==> src/rtl/irq_sel_pkg.sv <==
// Package: shared level encoding and source-kind numbering for the
// interrupt target selector. Assumes the 0/1/3 privilege encoding.
package irq_sel_pkg;

    typedef enum logic [1:0] {
        LVL_U   = 2'd0,
        LVL_S   = 2'd1,
        LVL_RSV = 2'd2,
        LVL_M   = 2'd3
    } lvl_e;

    // Kind slots in the source vector, lowest bits first.
    localparam int KIND_SW  = 0;
    localparam int KIND_TMR = 1;
    localparam int KIND_EXT = 2;
    localparam int NUM_KIND = 3;

    // Map the reserved privilege code onto machine level.
    function automatic lvl_e norm_lvl(input logic [1:0] raw);
        return (raw == 2'd2) ? LVL_M : lvl_e'(raw);
    endfunction

endpackage

==> src/rtl/irq_route.sv <==
// Module: per-source routing. For each source it works out the target level
// from the two delegation masks and whether the source may be taken at the
// current level. Purely combinational; assumes cur_i is already normalised.
module irq_route
    import irq_sel_pkg::*;
#(
    parameter int SRC_W = 9
) (
    input  logic [SRC_W-1:0]      pend_i,
    input  logic [SRC_W-1:0]      en_i,
    input  logic [SRC_W-1:0]      dm_i,
    input  logic [SRC_W-1:0]      ds_i,
    input  lvl_e                  cur_i,
    input  logic [3:0]            gie_i,
    output logic [SRC_W-1:0]      ok_o,
    output logic [SRC_W-1:0][1:0] tgt_o
);

    for (genvar i = 0; i < SRC_W; i++) begin : g_src
        lvl_e tgt;
        logic lvl_ok;

        // Pick the target level from the chained delegation bits.
        always_comb begin
            if (!dm_i[i])      tgt = LVL_M;
            else if (!ds_i[i]) tgt = LVL_S;
            else               tgt = LVL_U;
        end

        // Higher target preempts; equal needs the global enable; lower waits.
        always_comb begin
            if (tgt > cur_i)       lvl_ok = 1'b1;
            else if (tgt == cur_i) lvl_ok = gie_i[tgt];
            else                   lvl_ok = 1'b0;
        end

        assign ok_o[i]  = pend_i[i] & en_i[i] & lvl_ok;
        assign tgt_o[i] = tgt;
    end

endmodule

==> src/rtl/irq_prio.sv <==
// Module: fixed-priority pick among takeable sources. Order: target level
// M > S > U, then kind external > software > timer, then higher line index.
// Combinational; later matches in the scan override earlier ones.
module irq_prio
    import irq_sel_pkg::*;
#(
    parameter int LINES   = 3,
    parameter int SRC_W   = NUM_KIND * LINES,
    parameter int CAUSE_W = $clog2(SRC_W)
) (
    input  logic [SRC_W-1:0]      ok_i,
    input  logic [SRC_W-1:0][1:0] tgt_i,
    output logic                  found_o,
    output logic [CAUSE_W-1:0]    idx_o,
    output logic [1:0]            lvl_o
);

    // Scan from lowest to highest priority so the last hit is the winner.
    always_comb begin
        found_o = 1'b0;
        idx_o   = '0;
        lvl_o   = LVL_U;
        for (int lv = 0; lv < 4; lv++) begin
            for (int r = 0; r < NUM_KIND; r++) begin
                for (int ln = 0; ln < LINES; ln++) begin
                    int kind;
                    int idx;
                    kind = (r == 0) ? KIND_TMR : ((r == 1) ? KIND_SW : KIND_EXT);
                    idx  = kind * LINES + ln;
                    if (ok_i[idx] && (tgt_i[idx] == 2'(lv))) begin
                        found_o = 1'b1;
                        idx_o   = CAUSE_W'(idx);
                        lvl_o   = 2'(lv);
                    end
                end
            end
        end
    end

endmodule

==> src/rtl/irq_handshake.sv <==
// Module: issues the one-cycle take strobe and holds off further strobes
// until the trap-entry logic acknowledges. Target and cause are latched at
// issue and held. Synchronous active-low reset.
module irq_handshake #(
    parameter int CAUSE_W = 4
) (
    input  logic               clk,
    input  logic               rst_n,
    input  logic               found_i,
    input  logic [CAUSE_W-1:0] idx_i,
    input  logic [1:0]         lvl_i,
    input  logic               ack_i,
    output logic               take_o,
    output logic [1:0]         lvl_o,
    output logic [CAUSE_W-1:0] cause_o
);

    logic busy_q;
    logic issue;

    assign issue = found_i & ~busy_q;

    // Track an outstanding strobe until acknowledged.
    always_ff @(posedge clk) begin
        if (!rst_n)                busy_q <= 1'b0;
        else if (issue)            busy_q <= 1'b1;
        else if (busy_q && ack_i)  busy_q <= 1'b0;
    end

    // Register the strobe and latch its level and cause.
    always_ff @(posedge clk) begin
        if (!rst_n) begin
            take_o  <= 1'b0;
            lvl_o   <= 2'd0;
            cause_o <= '0;
        end else begin
            take_o <= issue;
            if (issue) begin
                lvl_o   <= lvl_i;
                cause_o <= idx_i;
            end
        end
    end

endmodule

==> src/rtl/irq_target_sel.sv <==
// Module: top of the interrupt target selector. Assembles the source vector
// (software, timer, external, LINES each), routes every source to its level,
// picks a winner and hands it to the strobe/acknowledge stage.
// Assumes the delegation masks and enables are stable CSR outputs.
module irq_target_sel
    import irq_sel_pkg::*;
#(
    parameter int LINES   = 3,
    parameter int SRC_W   = NUM_KIND * LINES,
    parameter int CAUSE_W = $clog2(SRC_W)
) (
    input  logic               clk,
    input  logic               rst_n,
    input  logic [LINES-1:0]   sw_req_i,
    input  logic [LINES-1:0]   tmr_req_i,
    input  logic [LINES-1:0]   ext_req_i,
    input  logic [SRC_W-1:0]   src_en_i,
    input  logic [SRC_W-1:0]   deleg_m_i,
    input  logic [SRC_W-1:0]   deleg_s_i,
    input  logic [1:0]         priv_i,
    input  logic [3:0]         gie_i,
    input  logic               ack_i,
    output logic               take_o,
    output logic [1:0]         tgt_lvl_o,
    output logic [CAUSE_W-1:0] cause_o
);

    logic [SRC_W-1:0]      pend;
    logic [SRC_W-1:0]      ok;
    logic [SRC_W-1:0][1:0] tgt;
    logic                  found;
    logic [CAUSE_W-1:0]    sel_idx;
    logic [1:0]            sel_lvl;
    lvl_e                  cur;

    assign pend = {ext_req_i, tmr_req_i, sw_req_i};
    assign cur  = norm_lvl(priv_i);

    irq_route #(.SRC_W(SRC_W)) u_route (
        .pend_i (pend),
        .en_i   (src_en_i),
        .dm_i   (deleg_m_i),
        .ds_i   (deleg_s_i),
        .cur_i  (cur),
        .gie_i  (gie_i),
        .ok_o   (ok),
        .tgt_o  (tgt)
    );

    irq_prio #(.LINES(LINES), .SRC_W(SRC_W), .CAUSE_W(CAUSE_W)) u_prio (
        .ok_i    (ok),
        .tgt_i   (tgt),
        .found_o (found),
        .idx_o   (sel_idx),
        .lvl_o   (sel_lvl)
    );

    irq_handshake #(.CAUSE_W(CAUSE_W)) u_hs (
        .clk     (clk),
        .rst_n   (rst_n),
        .found_i (found),
        .idx_i   (sel_idx),
        .lvl_i   (sel_lvl),
        .ack_i   (ack_i),
        .take_o  (take_o),
        .lvl_o   (tgt_lvl_o),
        .cause_o (cause_o)
    );

endmodule

==> config.mk <==
export PLATFORM = sky130hd
export DESIGN_NAME = irq_target_sel
export DESIGN_NICKNAME = d
export VERILOG_FILES = /design/src/rtl/irq_sel_pkg.sv /design/src/rtl/irq_route.sv /design/src/rtl/irq_prio.sv /design/src/rtl/irq_handshake.sv /design/src/rtl/irq_target_sel.sv
export SDC_FILE = /design/constraint.sdc
export NUM_CORES = 1
export LEC_CHECK = 0
export BUFFER_PORTS_ARGS = -buffer_cell sky130_fd_sc_hd__buf_4
export CAP_MARGIN = 10
export CELL_PAD_IN_SITES_DETAIL_PLACEMENT = 0
export CELL_PAD_IN_SITES_GLOBAL_PLACEMENT = 1
export CORE_AREA = 5 5 77 79
export DETAILED_ROUTE_END_ITERATION = 6
export DIE_AREA = 0 0 82 84
export PLACE_DENSITY_LB_ADDON = 0.08
export SETUP_SLACK_MARGIN = 0.2
export SYNTH_ARGS = -nofsm -noshare
export SYNTH_HDL_FRONTEND = slang
export SYNTH_SLANG_ARGS = --single-unit
export TNS_END_PERCENT = 30
==> constraint.sdc <==
create_clock -name clk -period 4.9 [get_ports clk]
set_clock_uncertainty 0.15 [all_clocks]
set_input_delay 1.47 -clock clk [delete_from_list [all_inputs] [get_ports clk]]
set_output_delay 1.47 -clock clk [all_outputs]
set_load 0.01 [all_outputs]
==> qor.yml, run 1 <==
status:
  status: "completed"
power_and_ir_drop:
  max-vdd-ir-drop_mv: 0.0874
  p_leak_nw: 0.881
  powerDensity_nw_per_um2: 167
job:
  cap_violations: 0
synthesis:
  synth_warnings: 0
  synth_area_um2: 1500
  ys_types: 54
  synth_area_per_cell_um2: 7.35
  synth-seq-area-share_pct: 10.7
  synth_area_leaders: "dfxtp_1, nor2b_1, ha_1"
  synthMuxAreaShare_pct: 2.00
  synthAdderAreaFrac_pct: 7.51
  synthArstFlopShare_pct: 0
  synth_xor_area_share_pct: 0
  synthesis.nets: 258
  synthCells: 204
  synth_top_family_by_area: "simple AND/OR/NAND/NOR gates"
  synth_simple_gate_area_share_pct: 43.8
  synth_seq_cells: 8
  synth_compound_area_share_pct: 31.9
  ys.flop_type: "dfxtp_1"
  synth_edf_count: 0
  yosysTopAreaCellShare_pct: 10.7
  yosys.area.top_type: "dfxtp_1"
die:
  die_w_um: 82
  die_h_um: 84
  die_area_um2: 6890
  ios: 52
  initial_core_util_pct: 28.5
  rows: 27
  coreArea_um2: 5270
clock_network:
  cts_tree: "built"
  clkSinkCount: 8
  postCtsSetupBuffers: 0
  cts.clk_slew.worst_paths_ns: 0.04
  cts_resized: 0
  cts-root-buf: "clkbuf_8"
  holdBufCountCts: 0
  htree_levels: 1
  cts_made_buffers: 3
  clk_latency_ns: 0.23
  max-clock-path-buffers: 2
global_route:
  grt_pass1_vias: 1721
  track_usage_pct: 15.1
  antenna_found_initial: 0
  grt_max_degree: 20
  overflow: 0
  grt_pass1_wl_mm: 8.25
timing:
  finalCriticalPeriod_ns: 4.37
  rsz0062_at_grt: "no"
  slew_viol_final: 0
  setup_ws_ns: 0.530
  tns_ns: 0
  finalCritPeriodShare_pct: 89.2
  clock.fmax_mhz: 229
  tightest_slew_ns: 0.893
  whs_ns: 0.301
  setup_violations: 0
  slew_headroom_pct: 40.3
  hold_viol: 0
placed_design:
  placed_cells: 331
  dpl.hpwl_mm: 4.14
  place_ws_ns: 0.274
  portBuffers: 50
  placed_area_um2: 2000
  routabilityCongestion: 0.807
critical_path:
  max_stage_delay_ns: 0.53
  critPathMaxFanout: 9
  rrSetupSlack_ns: 3.64
  crit_chain: "buf_4, or2_2, ha_1, nor2b_1, o21ai_0, a22oi_1, nand4_1, o41ai_4, buf_4, nor2b_1, nor3_1"
  path_buf_inv: 2
  worstSetupPathType: "primary input to register"
  slowest_stage: "o41ai_4"
  crit_family: "simple AND/OR/NAND/NOR gates"
  required_ns: 4.86
  cp-start-kind: "primary input"
  end_kind: "register"
  worstPathArrival_ns: 4.33
  r2r-end: "u_hs.cause_o[3]$_SDFFE_PN0P_"
  reg2regPathDepth: 5
  r2r_start: "u_hs.busy_q$_SDFFE_PN0P_"
hold_path:
  min_path_cells: 2
  min_from: "u_hs.cause_o[1]$_SDFFE_PN0P_"
  worstHoldPathType: "register to register"
  hold_path_end: "u_hs.cause_o[1]$_SDFFE_PN0P_"
cells_and_area:
  fill_cells: 591
  areaGrowthSynthToFinish_pct: 36.2
  design_area_um2: 2040
  multi_input_area_um2: 1280
  final_cells: 334
  diodes: 0
  drive_gt1_share_pct: 26.3
  nets: 318
  seqCellArea_um2: 160
detailed_routing:
  drc: 0
  drt_pre_antenna_iters: 4
  via_per_inst: 5.18
  wl_per_cell_um: 14.9
  vias: 1729
  drtIter0Drc: 66
  ant_nets: 0
  wirelength_mm: 4.98
==> registers in the layout (all words and copies together) (netlist names) <==
name and flops:
u_hs.cause_o 4, u_hs.take_o 1, u_hs.lvl_o 2, u_hs.busy_q 1
==> kinds of logic after synthesis <==
family | count (synthesis)
and+or+nand+nor | 113
AOI/OAI and AO/OA | 58
buffers and inverters | 13
adders and majority gates | 9
DFF | 8
muxes | 3
==> tightest hold or removal path: stages, from the launching register on <==
cell     delay, ns
dfxtp_1       0.30
nand2_1       0.05
a21oi_1       0.05
==> synth_stat cells, types with 3 or more instances <==
master / number
nor3b_1: 3
and2_1: 8
nor2b_1: 22
a22oi_1: 3
a2111oi_0: 5
nand2_1: 28
o21ai_1: 6
a21oi_1: 7
inv_1: 10
nor3_1: 3
mux2i_1: 3
o21ai_0: 6
nand4b_1: 6
nand3b_1: 3
dfxtp_1: 8
a2111oi_1: 6
nor4_1: 5
nor2_1: 16
ha_1: 9
nand2b_1: 5
==> power by group <==
group	internal [mW]	leakage, nW	total, mW	switching [mW]
Sequential	0.0762	0.0663	0.0810	0.00485
Clock	0.0532	0.0216	0.0793	0.0261
Combinational	0.0902	0.794	0.181	0.0909
==> cell usage in the layout (no fill, tap or decap), drive strengths merged, types with 3 or more instances in the layout <==
cell     count
and2         8
nor2b       23
mux2i        3
nor3b        3
nor2        16
nor3         3
nand4b       7
a22oi        3
nand2b       5
nor4         5
ha           9
dfxtp        8
a2111oi     13
nand3b       3
o21ai       12
buf         58
a21oi        8
nand2       28
clkbuf       3
inv         10
==> layer usage <==
metal | track usage (%) | up-vias | routed length (um)
met5 | 0 | - | 0
met4 | 1.36 | 0 | 16
met3 | 2.70 | 3 | 219
met2 | 23.9 | 37 | 2220
met1 | 21.7 | 780 | 2530
li1 | - | 909 | -
==> stage by stage <==
step	util (%)	power, mW
floorplan	-	0.187
global placement	38.0	0.264
detailed placement	38.0	0.264
CTS	38.8	0.346
global route	38.8	0.370
finish	38.8	0.341
==> how the worst max path moves through the flow <==
stage                    from                            to  slack [ns]  cells past startpoint
floorplan           priv_i[1]  u_hs.cause_o[2]$_SDFFE_PN0P_        0.64                     11
finish              priv_i[1]    u_hs.lvl_o[1]$_SDFFE_PN0P_        0.53                     11
detailed placement  priv_i[1]  u_hs.cause_o[3]$_SDFFE_PN0P_        0.27                     11
global route        priv_i[1]    u_hs.lvl_o[1]$_SDFFE_PN0P_        0.24                     11
global placement    priv_i[1]  u_hs.cause_o[3]$_SDFFE_PN0P_        0.26                     11
CTS                 priv_i[1]  u_hs.cause_o[3]$_SDFFE_PN0P_        0.52                     11
==> area by class of cell <==
type                            instances  area share [%]
Multi-Input combinational cell        183            62.6
Timing Repair Buffer                   58            21.3
Sequential cell                         8            7.84
Tap cell                               72            4.41
Clock buffer                            3            2.02
Inverter                               10            1.84
No activity file was read; power rests on OpenSTA's default activity.
==> run 2: changes to the inputs <==
CELL_PAD_IN_SITES_DETAIL_PLACEMENT = default   (was 0)
CELL_PAD_IN_SITES_GLOBAL_PLACEMENT = default   (was 1)
==> qor.yml, run 2 (synthesized netlist as in run 1, its figures left out) <==
status:
  status: "completed"  # unchanged
global_route:
  antenna_found_initial: 0  # unchanged
  track_usage_pct: 14.7  # was 15.1%
  grt_pass1_wl_mm: 8.19  # was 8.25 mm
  grt_max_degree: 20  # unchanged
  grt_pass1_vias: 1754  # was 1721
  overflow: 0  # unchanged
timing:
  tns_ns: 0  # unchanged
  slew_headroom_pct: 51.7  # was 40.3%
  clock.fmax_mhz: 232  # was 229 MHz
  rsz0062_at_grt: "no"  # unchanged
  finalCritPeriodShare_pct: 88.1  # was 89.2%
  hold_viol: 0  # unchanged
  finalCriticalPeriod_ns: 4.32  # was 4.37 ns
  tightest_slew_ns: 0.722  # was 0.893 ns
  setup_violations: 0  # unchanged
  slew_viol_final: 0  # unchanged
placed_design:
  placed_cells: 333  # was 331
  routabilityCongestion: 0.866  # was 0.807
  dpl.hpwl_mm: 4.17  # was 4.14 mm
  portBuffers: 50  # unchanged
hold_path:
  worstHoldPathType: "register to register"  # unchanged
  min_from: "u_hs.lvl_o[0]$_SDFFE_PN0P_"  # was u_hs.cause_o[1]$_SDFFE_PN0P_
critical_path:
  cp-start-kind: "primary input"  # unchanged
  worstPathArrival_ns: 4.29  # was 4.33 ns
  critPathMaxFanout: 9  # unchanged
  worstSetupPathType: "primary input to register"  # unchanged
  r2r_start: "u_hs.busy_q$_SDFFE_PN0P_"  # unchanged
  required_ns: 4.87  # was 4.86 ns
  end_kind: "register"  # unchanged
  crit_start: "priv_i[1]"  # unchanged
clock_network:
  cts-root-buf: "clkbuf_8"  # unchanged
  htree_levels: 1  # unchanged
  cts_made_buffers: 3  # unchanged
  cts_tree: "built"  # unchanged
  cts_resized: 0  # unchanged
  clk_latency_ns: 0.22  # was 0.23 ns
  holdBufCountCts: 0  # unchanged
  cts.clk_slew.worst_paths_ns: 0.04  # about the same
  postCtsSetupBuffers: 0  # unchanged
  max-clock-path-buffers: 2  # unchanged
  clkSinkCount: 8  # unchanged
cells_and_area:
  reg_top3: "u_hs.cause_o x4, u_hs.lvl_o x2"  # unchanged
  seqCellArea_um2: 160  # unchanged
  largest_reg_flops: 4  # unchanged
  final_common_cell: "buf_4"  # unchanged
  drive_gt1_share_pct: 26.9  # was 26.3%
  diodes: 0  # unchanged
  multi_input_area_um2: 1280  # unchanged
  final_cells: 336  # was 334
  nets: 320  # was 318
  fill_cells: 593  # was 591
  fin_util_pct: 39.1  # was 38.8%
  areaGrowthSynthToFinish_pct: 37.2  # was 36.2%
  mostFrequentLayoutCells: "buf_4, nand2_1, nor2b_1"  # unchanged
  regMostFlops: "u_hs.cause_o"  # unchanged
die:
  coreArea_um2: 5270  # unchanged
  ios: 52  # unchanged
  die_h_um: 84  # unchanged
  rows: 27  # unchanged
  initial_core_util_pct: 28.5  # unchanged
  die_area_um2: 6890  # unchanged
  die_w_um: 82  # unchanged
detailed_routing:
  drt_pre_antenna_iters: 4  # unchanged
  drtIter0Drc: 80  # was 66
  wirelength_mm: 5.04  # was 4.98 mm
  drc: 0  # unchanged
  vias: 1752  # was 1729
  wl_per_cell_um: 15.0  # was 14.9 um
  via_per_inst: 5.21  # was 5.18
  ant_nets: 0  # unchanged
power_and_ir_drop:
  max-vdd-ir-drop_mv: 0.109  # was 0.0874 mV
  seqPwrFrac_pct: 23.7  # about the same
  powerDensity_nw_per_um2: 166  # was 167 nW/um2
  power_uw: 342  # was 341 uW
  p_int_uw: 220  # about the same
  p_leak_nw: 0.892  # was 0.881 nW
  clockPowerShare_pct: 23.4  # was 23.2%
  pwr-share-comb_pct: 52.9  # was 53.0%
  swShare_pct: 35.7  # about the same
  p_sw_uw: 122  # about the same
job:
  cap_violations: 0  # unchanged
[run 2: changes by cell type in the layout (fill, tap and decap cells not counted), sizes merged]
cell  change
buf       +2
[run 2: final timing paths]
kind | endpoint | slack [ns] | cells past startpoint
worst max register to register | u_hs.cause_o[1]$_SDFFE_PN0P_ | 3.61 | 5
worst max-delay path | u_hs.cause_o[2]$_SDFFE_PN0P_ | 0.58 | 11
worst min-delay path | u_hs.lvl_o[0]$_SDFFE_PN0P_ | 0.30 | 2
worst min register to register | u_hs.lvl_o[0]$_SDFFE_PN0P_ | 0.30 | 2
[run 2: cell type report]
class | count | share of cell area [%]
Sequential cell | 8 | 7.78
Timing Repair Buffer | 60 | 21.9
Clock buffer | 3 | 2.01
Multi-Input combinational cell | 183 | 62.1
Tap cell | 72 | 4.38
Inverter | 10 | 1.82
[run 2: power groups by stage]
stage	combinational [mW]	sequential, mW	clock, mW
floorplan	0.101	0.0863	0
global placement	0.181	0.0821	0
detailed placement	0.181	0.0823	0
CTS	0.182	0.0812	0.0809
global route	0.201	0.0824	0.0859
finish	0.181	0.0810	0.0800
[run 2: metrics by stage]
stage	setup WS (ns)	area (um2)	hold slack (ns)
2_1_floorplan	0.641	1500	0.299
3_3_place_gp	0.341	2020	0.293
3_5_place_dp	0.319	2020	0.300
4_1_cts	0.572	2060	0.303
5_1_grt	0.414	2060	0.323
6_report	0.583	2060	0.301
[run 2: layer usage]
metal | global-route usage [%] | vias up | routed length, um
met2 | 23.5 | 40 | 2230
li1 | - | 913 | -
met4 | 1.21 | 0 | 34
met1 | 21.2 | 795 | 2500
met3 | 2.70 | 4 | 273
met5 | 0 | - | 0
[run 2: worst max-delay path, stage by stage]
cell and delay [ns]:
buf_4 0.11, or2_2 0.42, ha_1 0.38, nor2b_1 0.24
nor4_1 0.13, a2111oi_1 0.53, nand4_1 0.25, o41ai_4 0.27
buf_4 0.22, nor2_1 0.06, a32o_1 0.20
